==> config.mk <==
export PLATFORM = sky130hd
export DESIGN_NAME = ext_rst_pin_ctrl
export DESIGN_NICKNAME = d
export VERILOG_FILES = /design/src/rtl/ext_rst_pkg.sv /design/src/rtl/erp_pin_sync.sv /design/src/rtl/erp_pulse_gen.sv /design/src/rtl/erp_regs.sv /design/src/rtl/ext_rst_pin_ctrl.sv
export SDC_FILE = /design/constraint.sdc
export NUM_CORES = 1
export LEC_CHECK = 0
export ABC_AREA = 1
export BUFFER_PORTS_ARGS = -buffer_cell sky130_fd_sc_hd__buf_2
export CAP_MARGIN = 10
export CORE_MARGIN = 5
export CORE_UTILIZATION = 30
export CTS_BUF_LIST = sky130_fd_sc_hd__clkbuf_8
export DETAILED_ROUTE_END_ITERATION = 12
export SKIP_CTS_REPAIR_TIMING = 1
export SLEW_MARGIN = 20
export SYNTH_ARGS = -nofsm -noshare
export SYNTH_HDL_FRONTEND = slang
export SYNTH_SLANG_ARGS = --single-unit
==> constraint.sdc <==
create_clock -name clk -period 4.14 [get_ports clk]
set_input_delay 0 -clock clk [delete_from_list [all_inputs] [get_ports clk]]
set_output_delay 0 -clock clk [all_outputs]
set_load 0.05 [all_outputs]
==> src/rtl/ext_rst_pkg.sv <==
// Shared encodings for the external reset pin controller.
// Assumes a status word of at least 11 bits.
package ext_rst_pkg;

    typedef enum logic [2:0] {
        RT_GENERAL = 3'd0,
        RT_SOFT    = 3'd2,
        RT_USER    = 3'd4
    } rst_kind_t;

    localparam int ST_FLAG_BIT = 0;
    localparam int ST_LVL_BIT  = 1;
    localparam int ST_TYPE_LSB = 8;

    localparam logic ADDR_MODE   = 1'b0;
    localparam logic ADDR_STATUS = 1'b1;

endpackage

==> src/rtl/erp_pin_sync.sv <==
// Brings the asynchronous pin level into the clock domain through a chain of
// STAGES flops and flags a high-to-low transition of the synchronized level.
// Assumes the line is held low during reset, so the chain resets to 0.
module erp_pin_sync #(
    parameter int STAGES = 2
) (
    input  logic clk,
    input  logic rst_n,
    input  logic pin_in,
    output logic level,
    output logic fall
);
    logic [STAGES-1:0] chain;
    logic              prev;

    // Shift the pin level through the synchronizer chain.
    always_ff @(posedge clk) begin
        if (!rst_n) chain <= '0;
        else        chain <= {chain[STAGES-2:0], pin_in};
    end

    // Remember the last synchronized level for edge detection.
    always_ff @(posedge clk) begin
        if (!rst_n) prev <= 1'b0;
        else        prev <= chain[STAGES-1];
    end

    assign level = chain[STAGES-1];
    assign fall  = prev & ~chain[STAGES-1];
endmodule

==> src/rtl/erp_pulse_gen.sv <==
// Down counter that holds the line low for 2^(len+1) cycles, saturated to the
// counter's maximum. Requests while counting are dropped. Out of reset it
// runs the length for code 0, so the line stays low just past reset release.
module erp_pulse_gen #(
    parameter int LEN_W = 4,
    parameter int CNT_W = 16
) (
    input  logic             clk,
    input  logic             rst_n,
    input  logic             req,
    input  logic [LEN_W-1:0] len,
    output logic             active,
    output logic             drive_lo
);
    function automatic logic [CNT_W-1:0] span(input logic [LEN_W-1:0] n);
        if (int'(n) + 1 >= CNT_W) return '1;
        return {{(CNT_W-1){1'b0}}, 1'b1} << (int'(n) + 1);
    endfunction

    localparam logic [CNT_W-1:0] RESET_SPAN = span('0);

    logic [CNT_W-1:0] cnt;

    // Load on an idle request, otherwise count down to zero.
    always_ff @(posedge clk) begin
        if (!rst_n)               cnt <= RESET_SPAN;
        else if (req && !active)  cnt <= span(len);
        else if (active)          cnt <= cnt - 1'b1;
    end

    assign active   = |cnt;
    assign drive_lo = active;

    assert_pulse_starts_R1: assert property (@(posedge clk) disable iff (!rst_n)
        (req && !active) |=> drive_lo);

    assert_no_restart_R9: assert property (@(posedge clk) disable iff (!rst_n)
        (req && active) |=> (cnt == $past(cnt) - 1'b1));
endmodule

==> src/rtl/erp_regs.sv <==
// Mode word (length code and interrupt-mode bit) and the event flag, plus the
// combinational read mux. The flag is set by the event input and cleared by a
// strobed status read; a set in the same cycle wins.
module erp_regs
    import ext_rst_pkg::*;
#(
    parameter int LEN_W  = 4,
    parameter int DATA_W = 32
) (
    input  logic              clk,
    input  logic              rst_n,
    input  logic              wr,
    input  logic              rd,
    input  logic              addr,
    input  logic [DATA_W-1:0] wdata,
    input  logic              evt_set,
    input  logic              level,
    input  rst_kind_t         rst_type,
    output logic [DATA_W-1:0] rdata,
    output logic [LEN_W-1:0]  len,
    output logic              irq_en,
    output logic              flag
);
    localparam int IRQ_BIT = LEN_W;

    logic unused_wdata;
    assign unused_wdata = ^wdata[DATA_W-1:IRQ_BIT+1];

    // Mode word: cleared only by the core-supply reset.
    always_ff @(posedge clk) begin
        if (!rst_n) begin
            len    <= '0;
            irq_en <= 1'b0;
        end else if (wr && addr == ADDR_MODE) begin
            len    <= wdata[LEN_W-1:0];
            irq_en <= wdata[IRQ_BIT];
        end
    end

    // Event flag: set on an outside assertion, cleared by a status read.
    always_ff @(posedge clk) begin
        if (!rst_n)                           flag <= 1'b0;
        else if (evt_set)                     flag <= 1'b1;
        else if (rd && addr == ADDR_STATUS)   flag <= 1'b0;
    end

    // Read mux for the addressed word.
    always_comb begin
        rdata = '0;
        if (addr == ADDR_MODE) begin
            rdata[LEN_W-1:0] = len;
            rdata[IRQ_BIT]   = irq_en;
        end else begin
            rdata[ST_FLAG_BIT]                = flag;
            rdata[ST_LVL_BIT]                 = level;
            rdata[ST_TYPE_LSB+2:ST_TYPE_LSB]  = rst_type;
        end
    end

    assert_flag_sets_R4: assert property (@(posedge clk) disable iff (!rst_n)
        evt_set |=> flag);

    assert_flag_clears_R4: assert property (@(posedge clk) disable iff (!rst_n)
        (rd && addr == ADDR_STATUS && !evt_set) |=> !flag);
endmodule

==> src/rtl/ext_rst_pin_ctrl.sv <==
// External reset pin controller: synchronizes the line, turns outside
// assertions into a user reset or an interrupt, pulses the line on software
// request, sequences the processor reset and records its cause.
// Assumes the line is a wired-AND of this block's drive and outside drivers.
module ext_rst_pin_ctrl
    import ext_rst_pkg::*;
#(
    parameter int LEN_W       = 4,
    parameter int CNT_W       = 16,
    parameter int DATA_W      = 32,
    parameter int SYNC_STAGES = 2
) (
    input  logic              clk,
    input  logic              rst_n,
    input  logic              pin_in,
    output logic              pin_drive_lo,
    input  logic              sw_rst_req,
    output logic              proc_rst_n,
    output logic              irq,
    input  logic              bus_wr,
    input  logic              bus_rd,
    input  logic              bus_addr,
    input  logic [DATA_W-1:0] bus_wdata,
    output logic [DATA_W-1:0] bus_rdata
);
    logic             level, fall, active, evt, start_ok;
    logic             busy, irq_en, flag;
    logic [LEN_W-1:0] len;
    rst_kind_t        cause, rst_type;

    erp_pin_sync #(.STAGES(SYNC_STAGES)) u_sync (
        .clk(clk), .rst_n(rst_n), .pin_in(pin_in), .level(level), .fall(fall)
    );

    erp_pulse_gen #(.LEN_W(LEN_W), .CNT_W(CNT_W)) u_pulse (
        .clk(clk), .rst_n(rst_n), .req(sw_rst_req), .len(len),
        .active(active), .drive_lo(pin_drive_lo)
    );

    erp_regs #(.LEN_W(LEN_W), .DATA_W(DATA_W)) u_regs (
        .clk(clk), .rst_n(rst_n), .wr(bus_wr), .rd(bus_rd), .addr(bus_addr),
        .wdata(bus_wdata), .evt_set(evt), .level(level), .rst_type(rst_type),
        .rdata(bus_rdata), .len(len), .irq_en(irq_en), .flag(flag)
    );

    // Outside assertions only count while the block neither drives nor resets.
    assign evt      = fall & ~busy & ~active;
    assign start_ok = sw_rst_req & ~active;

    // Processor reset sequencing and cause recording at release.
    always_ff @(posedge clk) begin
        if (!rst_n) begin
            busy     <= 1'b1;
            cause    <= RT_GENERAL;
            rst_type <= RT_GENERAL;
        end else if (start_ok) begin
            busy  <= 1'b1;
            cause <= RT_SOFT;
        end else if (evt && !irq_en) begin
            busy  <= 1'b1;
            cause <= RT_USER;
        end else if (busy && level && !active) begin
            busy     <= 1'b0;
            rst_type <= cause;
        end
    end

    assign proc_rst_n = ~busy;
    assign irq        = flag & irq_en;

    assert_type_at_release_R8: assert property (@(posedge clk) disable iff (!rst_n)
        busy |=> (!busy || $stable(rst_type)));

    assert_irq_no_reset_R5: assert property (@(posedge clk) disable iff (!rst_n)
        (evt && irq_en && !sw_rst_req) |=> proc_rst_n);
endmodule

==> results of run 1 <==
-- power by group through the flow --
stage               clock, mW  combinational (mW)  sequential (mW)
floorplan                   0               0.854            0.430
global placement            0               0.992            0.451
detailed placement          0                1.00            0.453
CTS                     0.303                1.01            0.446
global route            0.314                1.15            0.457
finish                  0.293                1.01            0.446
-- flip-flops by register name, indices dropped and copies added, names as in the netlist --
name and count:
u_pulse.cnt 16, u_regs.len 4, cause 2, rst_type 2
u_sync.chain 2, busy 1, u_regs.flag 1, u_regs.irq_en 1
u_sync.prev 1
-- area by class of cell --
class | instances | share of cell area
multi-input combinational | 255 | 0.519
sequential | 30 | 0.259
inverter | 44 | 0.0734
tap | 96 | 0.0518
timing repair buffer | 22 | 0.0496
clock buffer | 5 | 0.0297
clock inverter | 3 | 0.0173
-- kinds of logic (layout without fill, tap and decap cells) --
kind of cell	Yosys count	count (layout)
AND/OR/NAND/NOR	185	185
buffers and inverters	74	74
flip-flops	30	30
AO/OA/AOI/OAI	40	40
XOR/XNOR	3	3
other	1	25
adder cells (fa/ha/maj)	2	2
-- layer usage --
layer  vias to the layer above  track usage  wire (um)
li1                       1052            -          -
met1                       863        0.144       2340
met2                        60        0.191       2100
met3                        10       0.0274        318
met4                         0       0.0373         76
met5                         -            0          0
-- worst max path at each step --
| stage | from | to | slack, ns | cells past startpoint |
|---|---|---|---|---|
| after CTS | u_pulse.cnt[0] | u_pulse.cnt[9] | 2.42 | 8 |
| final | u_pulse.cnt[0] | u_pulse.cnt[6] | 2.43 | 8 |
| after detailed placement | u_pulse.cnt[0] | u_pulse.cnt[9] | 2.45 | 8 |
| after global routing | u_pulse.cnt[0] | u_pulse.cnt[6] | 2.23 | 8 |
| after global placement | u_pulse.cnt[0] | u_pulse.cnt[13] | 2.44 | 8 |
| after floorplan | u_regs.len[0] | bus_rdata[0] | 2.56 | 2 |
-- critical path, stage by stage (launching register included) --
cell     delay, ns
dfxtp_1       0.32
inv_1         0.13
ha_1          0.26
nand4_1       0.11
nor2_1        0.23
and2_2        0.26
o21ai_0       0.15
nand2_1       0.09
nor2_1        0.03
-- cell usage after synthesis, drive strengths merged --
cell type | count | area share
nor3 | 2 | 0.0048
xor2 | 1 | 0.0042
nor4 | 1 | 0.0030
clkbuf | 2 | 0.0036
ha | 2 | 0.012
and2 | 1 | 0.0036
o21ai | 24 | 0.057
inv | 42 | 0.075
nand4 | 10 | 0.030
nor2 | 55 | 0.12
clkinv | 2 | 0.0060
nand3 | 27 | 0.081
nand2 | 88 | 0.16
conb | 1 | 0.0018
dfxtp | 30 | 0.29
a21oi | 16 | 0.038
buf | 28 | 0.097
xnor2 | 2 | 0.0084
nand3b | 1 | 0.0036
==> flow_summary.ini, run 1 <==
[routing]
route.detailed.drc = 0
wl_mm = 4.83
dr_total_vias = 1985
detailedRoute.firstIterationViolations = 79
routedWlPerCell_um = 10.6
drt_pre_antenna_iters = 4
vias_per_cell = 4.36
drtAntennaViolNets = 0

[placed_design]
dpl-instance-area_sq_um = 2200
post-place-ws_ns = 2.45
hpwl_after_dpl_mm = 3.82
placed_cells_incl_taps = 446
port_buffers = 21
gp_routability_congestion = 0.824

[logic_synthesis]
syn_area_per_cell_sq_um = 6.25
synthSimpleGateAreaFrac = 0.410
synth_compound_gate_area_share = 0.0956
ys_seq_elements = 30
synth-xor-area-share = 0.0125
synth.mux.area_fraction = 0
syn-cell-area_sq_um = 2090
synth-seq-area-share = 0.287
ys.warnings.count = 0
postSynthCellCount = 335
post_synth_fa_ha_maj_area_fraction = 0.0119
count_of_cell_types_in_the_netlist = 28
dominant_combinational_cell_family_by_area_after_synthesis = simple AND/OR/NAND/NOR gates

[clocking]
clock_pin_slew_worst_setup_and_hold_paths_ns = 0.07
cts_buffer_depth = 2
clockRootBuffer = clkbuf_8
clk_latency_ns = 0.28
numCtsBuffers = 5
cts-htree-levels = 2
clock_tree_from_tritoncts = yes
clock_sinks = 30

[floorplanning]
start_util = 0.308
core_region_area_sq_um = 6790
row_count = 30
die_w_um = 93.6
die_span_in_y_um = 93.6
top_level_ports = 74
fp.dieArea_sq_um = 8750

[finish]
multi_input_area_sq_um = 1200
drive_above_1_share = 0.145
final_cell_area_sq_um = 2320
fin_cells = 455
final-seq-area_sq_um = 601
ant_cells = 0
commonest_non_fill_non_tap_cell_in_the_layout = nand2_1
layout.nets = 399
fillerInstances = 762
utilization = 0.341
area_growth_pct = 10.7
layout.cells.most_common_list = nand2_1, nor2_1, inv_1

[sta]
min_period_over_period = 0.412
final_slew_viol_count = 0
max_slew_margin = 0.642
final_setup_violations = 0
timing_hold_violations_final = 2
hold_ws_ns = -0.00362
rsz0062_at_grt = false
worst_slew_pin_slew_ns = 0.537
max_clock_freq_ghz = 0.586
timing.final.ws_setup_ns = 2.43
final.setup_skew_ns = 0.00439
fin_setup_tns_ns = 0
layout_min_cycle_time_ns = 1.71

[critical_path]
worstSetupPathType = reg2reg
worstReg2RegEnd = u_pulse.cnt[6]
reg_to_reg_slack_setup_ns = 2.43
reg2reg_depth = 8
critical_path_arrival_ns = 1.86
cp-end-kind = flip-flop
path_max_fanout = 7
critical_path.startpoint_type = flip-flop
required_time_worst_endpoint_ns = 4.30
launch_instance_of_the_worst_register_to_register_path = u_pulse.cnt[0]

[worst_hold_path]
min_path_type = in2reg
worst_hold_startpoint = bus_rd
holdPathStages = 4
hold_end = u_regs.flag

[power]
fin_total_pwr_mw = 1.75
clkPwrFrac = 0.168
switching_part_of_the_total = 0.508
p_leak_nw = 1.19
share_comb_of_total_power = 0.576
cell_internal_pwr_uw = 858
p_switching_uw = 887
seq_power_share = 0.256
power_density_over_the_cells_nw_per_um2 = 753
power.ir.vdd_worst_uv = 234

[grt]
wire_length_of_the_first_global_routing_pass_mm = 8.02
first_global_vias = 1823
grt_antenna_before_repair = 0
track_usage = 0.114
grt_max_degree = 17
grt-ovfl-total = 0

[run_status]
status = finished with violations
violations = negative hold slack

[job]
timing.max_cap.violations = 0
Power figures use the tool's default switching activity.
==> run 2: changes to the inputs <==
==> constraint.sdc (replaced) <==
create_clock -name clk -period 1.5 [get_ports clk]
set_input_delay 0 -clock clk [delete_from_list [all_inputs] [get_ports clk]]
set_output_delay 0 -clock clk [all_outputs]
set_load 0.05 [all_outputs]
==> run 2 against run 1 <==
- the run still ends with negative hold slack left
- worst hold slack lost 0.025 ns
- sequential power grew to 2.8 times the previous value
- via count grew 8.8%
- non-clock buffer count grew 19
- setup slack lost 2.4 ns
- clock skew is essentially flat
==> flow_summary.ini, run 2 (synthesized netlist as in run 1, its figures left out) <==
[run_status]
violations = negative hold slack
status = finished with violations

[finish]
commonest_non_fill_non_tap_cell_in_the_layout = nand2_1
utilization = 0.388
number_of_flip_flops_under_the_largest_register_name = 16
area_growth_pct = 25.9
fillerInstances = 713
drive_above_1_share = 0.274
ant_cells = 0
layout.nets = 420
fin_cells = 476
top_registers = u_pulse.cnt (16), u_regs.len (4)
max_flop_register = u_pulse.cnt
layout.cells.most_common_list = nand2_1, nor2_1, inv_1

[critical_path]
crit_path_max_incr_delay_ns = 0.32
cp-end-kind = output pin
reg2reg_depth = 10
critical_path_arrival_ns = 1.47
setup.worst_path.end = pin_drive_lo
timing.critical_path.cells = inv_2 -> ha_4 -> nand3_1 -> nor2_2 -> nand3_4 -> buf_4
required_time_worst_endpoint_ns = 1.50
reg_to_reg_slack_setup_ns = 0.04
worstSetupStartpoint = u_pulse.cnt[0]
path_max_fanout = 6
worstPathBufferInverterCount = 2
critical_path.startpoint_type = flip-flop
worstReg2RegEnd = u_pulse.cnt[8]
timing.critical_path.slowest_stage_cell = dfxtp_1
worstSetupPathType = reg2out
launch_instance_of_the_worst_register_to_register_path = u_pulse.cnt[0]
timing.critical_path.depth = 6
path_delay_family = simple AND/OR/NAND/NOR gates

[sta]
layout_min_cycle_time_ns = 1.47
max_slew_margin = 0.630
timing_hold_violations_final = 2
min_period_over_period = 0.981
rsz0062_at_grt = true
hold_ws_ns = -0.0286
worst_slew_pin_slew_ns = 0.554
final.setup_skew_ns = 0.00454
final_slew_viol_count = 0
max_clock_freq_ghz = 0.680
final_setup_violations = 0

[power]
p_leak_nw = 1.33
power.ir.vdd_worst_uv = 678
power_density_over_the_cells_nw_per_um2 = 2240

[clocking]
cts_buffer_depth = 2
cts-htree-levels = 2
clockRootBuffer = clkbuf_8
clk_latency_ns = 0.28
clock_pin_slew_worst_setup_and_hold_paths_ns = 0.07
numCtsBuffers = 5
clock_tree_from_tritoncts = yes
clock_sinks = 30

[job]
timing.max_cap.violations = 0

[routing]
drt_pre_antenna_iters = 4
vias_per_cell = 4.54
detailedRoute.firstIterationViolations = 110
route.detailed.drc = 0
wl_mm = 5.51
routedWlPerCell_um = 11.6
dr_total_vias = 2159
drtAntennaViolNets = 0

[grt]
grt_antenna_before_repair = 0
track_usage = 0.125
grt_max_degree = 16
first_global_vias = 1896
grt-ovfl-total = 0
wire_length_of_the_first_global_routing_pass_mm = 8.71

[floorplanning]
die_span_in_y_um = 93.6
fp.dieArea_sq_um = 8750
row_count = 30
core_region_area_sq_um = 6790
die_w_um = 93.6
top_level_ports = 74
start_util = 0.308

[placed_design]
port_buffers = 21
gp_routability_congestion = 0.840
hpwl_after_dpl_mm = 4.03
placed_cells_incl_taps = 464

[worst_hold_path]
min_path_type = in2reg
[run 2: report_power, final]
part / leakage (nW) / switching, mW / internal [mW]
combinational: 1.03 / 2.42 / 1.40
clock: 0.0579 / 0.330 / 0.489
sequential: 0.246 / 0.242 / 1.02
total: 1.33 / 2.99 / 2.91
[run 2: cell type report]
class | instances | area [sq um] | area share
multi-input cells | 257 | 1360 | 0.517
repair buffers | 41 | 268 | 0.102
flip-flops and latches | 30 | 606 | 0.230
inverters | 44 | 170 | 0.0645
clock inverters | 3 | 40.0 | 0.0152
clock buffers | 5 | 68.8 | 0.0261
well taps | 96 | 120 | 0.0456
[run 2: how the worst min path moves through the flow]
stage	startpoint	end	slack, ns	cells past startpoint
2_1_floorplan	pin_in	u_sync.chain[0]	0.1	2
3_3_place_gp	pin_in	u_sync.chain[0]	0.19	3
3_5_place_dp	pin_in	u_sync.chain[0]	0.19	3
4_1_cts	pin_in	u_sync.chain[0]	-0.11	3
5_1_grt	bus_wdata[1]	u_regs.len[1]	0.02	3
6_report	bus_rd	u_regs.flag	-0.03	4
[run 2: layer usage]
layer / GRT usage / up-vias / wire length (um)
li1: - / 1101 / -
met1: 0.165 / 965 / 2460
met2: 0.205 / 82 / 2530
met3: 0.0274 / 11 / 453
met4: 0.0349 / 0 / 74
met5: 0 / - / 0
[run 2: tightest hold or removal path, cell delays in order]
cell     delay [ns]
buf_2          0.07
nand2_1        0.04
nand2_1        0.05
a21oi_1        0.05
[run 2: per-stage QoR]
| step | setup WS (ns) | total power [mW] | setup TNS (ns) | cell area [sq um] | hold WS [ns] |
|---|---|---|---|---|---|
| after global routing | -0.0958 | 6.37 | -0.468 | 2640 | 0.0193 |
| final | 0.0284 | 5.90 | 0 | 2640 | -0.0286 |
| after detailed placement | -0.00664 | 4.42 | -0.0126 | 2340 | 0.194 |
| after CTS | -0.0921 | 5.27 | -0.234 | 2450 | -0.107 |
| after global placement | 0.0117 | 4.41 | 0 | 2340 | 0.187 |
| after floorplan | 0.0179 | 3.58 | 0 | 2190 | 0.0976 |
==> run 3: changes to the inputs <==
--- a/config.mk
+++ b/config.mk
@@ -8,6 +8,7 @@
 export ABC_AREA = 1
 export BUFFER_PORTS_ARGS = -buffer_cell sky130_fd_sc_hd__buf_2
 export CAP_MARGIN = 10
+export CORE_ASPECT_RATIO = 0.5
 export CORE_MARGIN = 5
 export CORE_UTILIZATION = 30
 export CTS_BUF_LIST = sky130_fd_sc_hd__clkbuf_8
==> run 3 against run 2 <==
- the flow still finishes with violations (negative hold slack)
- sequential share of layout area barely moved
- worst hold slack better by 0.018 ns
- combinational power is essentially flat
- fmax is 0.74% higher
- critical endpoint is now u_pulse.cnt[8]
- largest power group unchanged
==> flow_summary.ini, run 3 (synthesized netlist as in run 1, its figures left out) <==
[sta]
rsz0062_at_grt = true
timing_hold_violations_final = 3
min_period_over_period = 0.974
final_slew_viol_count = 0
fin_setup_tns_ns = 0
worst_slew_pin_slew_ns = 0.554
layout_min_cycle_time_ns = 1.46
final.setup_skew_ns = 0.00656
hold_ws_ns = -0.0105
max_slew_margin = 0.630
max_clock_freq_ghz = 0.685
final_setup_violations = 0

[clocking]
clockRootBuffer = clkbuf_8
clock_sinks = 30
cts_buffer_depth = 2
clock_pin_slew_worst_setup_and_hold_paths_ns = 0.07
clock_tree_from_tritoncts = yes
clk_latency_ns = 0.29
cts-htree-levels = 2
numCtsBuffers = 5

[floorplanning]
die_w_um = 128
row_count = 21
top_level_ports = 74
start_util = 0.311
fp.dieArea_sq_um = 8850
core_region_area_sq_um = 6730
die_span_in_y_um = 69.1

[power]
power.ir.vdd_worst_uv = 649
power_density_over_the_cells_nw_per_um2 = 2170
fin_total_pwr_mw = 5.77
p_leak_nw = 1.34

[finish]
drive_above_1_share = 0.272
commonest_non_fill_non_tap_cell_in_the_layout = nand2_1
ant_cells = 0
max_flop_register = u_pulse.cnt
area_growth_pct = 26.9
fillerInstances = 715
fin_cells = 481
number_of_flip_flops_under_the_largest_register_name = 16
top_registers = u_pulse.cnt (16), u_regs.len (4)
layout.nets = 429
layout.cells.most_common_list = nand2_1, nor2_1, inv_1

[worst_hold_path]
holdPathStages = 3
worst_hold_startpoint = bus_wdata[0]
min_path_type = in2reg
hold_end = u_regs.len[0]

[routing]
detailedRoute.firstIterationViolations = 119
drt_pre_antenna_iters = 4
routedWlPerCell_um = 11.7
wl_mm = 5.61
vias_per_cell = 4.39
route.detailed.drc = 0
dr_total_vias = 2113
drtAntennaViolNets = 0

[critical_path]
launch_instance_of_the_worst_register_to_register_path = u_pulse.cnt[0]
critical_path_arrival_ns = 1.62
worstSetupPathType = reg2reg
path_max_fanout = 4
crit_path_max_incr_delay_ns = 0.32
reg2reg_depth = 10
worstReg2RegEnd = u_pulse.cnt[8]
worstPathBufferInverterCount = 3
timing.critical_path.slowest_stage_cell = dfxtp_2
critical_path.startpoint_type = flip-flop
reg_to_reg_slack_setup_ns = 0.04
cp-end-kind = flip-flop
required_time_worst_endpoint_ns = 1.66
timing.critical_path.cells = inv_2 -> buf_4 -> ha_4 -> nand2_2 -> buf_4 -> nor2_2 -> xnor2_1 -> nand2_1 -> nand2_1 -> nor2_1
path_delay_family = buffers and inverters

[grt]
wire_length_of_the_first_global_routing_pass_mm = 8.68
grt_antenna_before_repair = 0
first_global_vias = 1860
grt-ovfl-total = 0
grt_max_degree = 16
track_usage = 0.119

[placed_design]
gp_routability_congestion = 0.893
port_buffers = 21
hpwl_after_dpl_mm = 4.20
placed_cells_incl_taps = 465

[run_status]
status = finished with violations
violations = negative hold slack

[job]
timing.max_cap.violations = 0
## run 3: cell types whose count changed in the layout (fill, tap and decap cells not counted), moves of 2 or more
cell           before  now
buf_4              18   27
nand3_2             6    0
o21ai_0            13   19
o21ai_1            11    5
nand2_1            76   81
nand2_2            11    6
nand3_1            18   23
dfxtp_1            26   23
dfxtp_2             4    7
dlygate4sd3_1       1    3
## run 3: per-stage QoR
step	utilization	hold slack, ns	area [sq um]	worst slack, ns
6_report	0.395	-0.0105	2660	0.0393
5_1_grt	0.395	0.00981	2660	-0.0670
4_1_cts	0.367	-0.105	2470	-0.0379
3_5_place_dp	0.353	0.195	2370	0.0433
3_3_place_gp	0.353	0.181	2370	0.0393
2_1_floorplan	-	0.0976	2190	0.0179
## run 3: worst register-to-register path, stage by stage, from the launching register on
cell and delay (ns):
dfxtp_2 0.32, inv_2 0.07, buf_4 0.15, ha_4 0.14
nand2_2 0.08, buf_4 0.16, nor2_2 0.11, xnor2_1 0.12
nand2_1 0.07, nand2_1 0.07, nor2_1 0.04
## run 3: layout make-up
class | count | area (sq um) | share of cell area
Multi-Input combinational cell | 255 | 1320 | 0.496
Tap cell | 92 | 115 | 0.0433
Sequential cell | 30 | 609 | 0.229
Timing Repair Buffer | 52 | 349 | 0.131
Inverter | 44 | 170 | 0.0640
Clock buffer | 6 | 82.6 | 0.0311
Clock inverter | 2 | 12.5 | 0.00471
## run 3: worst max-delay path by stage
stage                    from              end  slack, ns  depth (start not counted)
3_5_place_dp   u_pulse.cnt[0]  u_pulse.cnt[10]       0.04                         12
6_report       u_pulse.cnt[0]   u_pulse.cnt[8]       0.04                         10
4_1_cts        u_pulse.cnt[1]     pin_drive_lo      -0.04                          6
3_3_place_gp   u_pulse.cnt[0]   u_pulse.cnt[8]       0.04                         10
5_1_grt        u_pulse.cnt[0]      rst_type[2]      -0.07                         10
2_1_floorplan  u_pulse.cnt[0]             busy       0.02                          7
## run 3: layer usage
layer  vias to the layer above  track usage  routed length (um)
met5                         -            0                   0
met4                         0       0.0388                  63
met3                         9       0.0162                 350
met2                        65        0.191                2480
met1                       923        0.165                2720
li1                       1116            -                   -
## run 3: where the power goes
group / switching [mW] / internal, mW
sequential: 0.252 / 1.03
combinational: 2.30 / 1.48
clock: 0.332 / 0.369
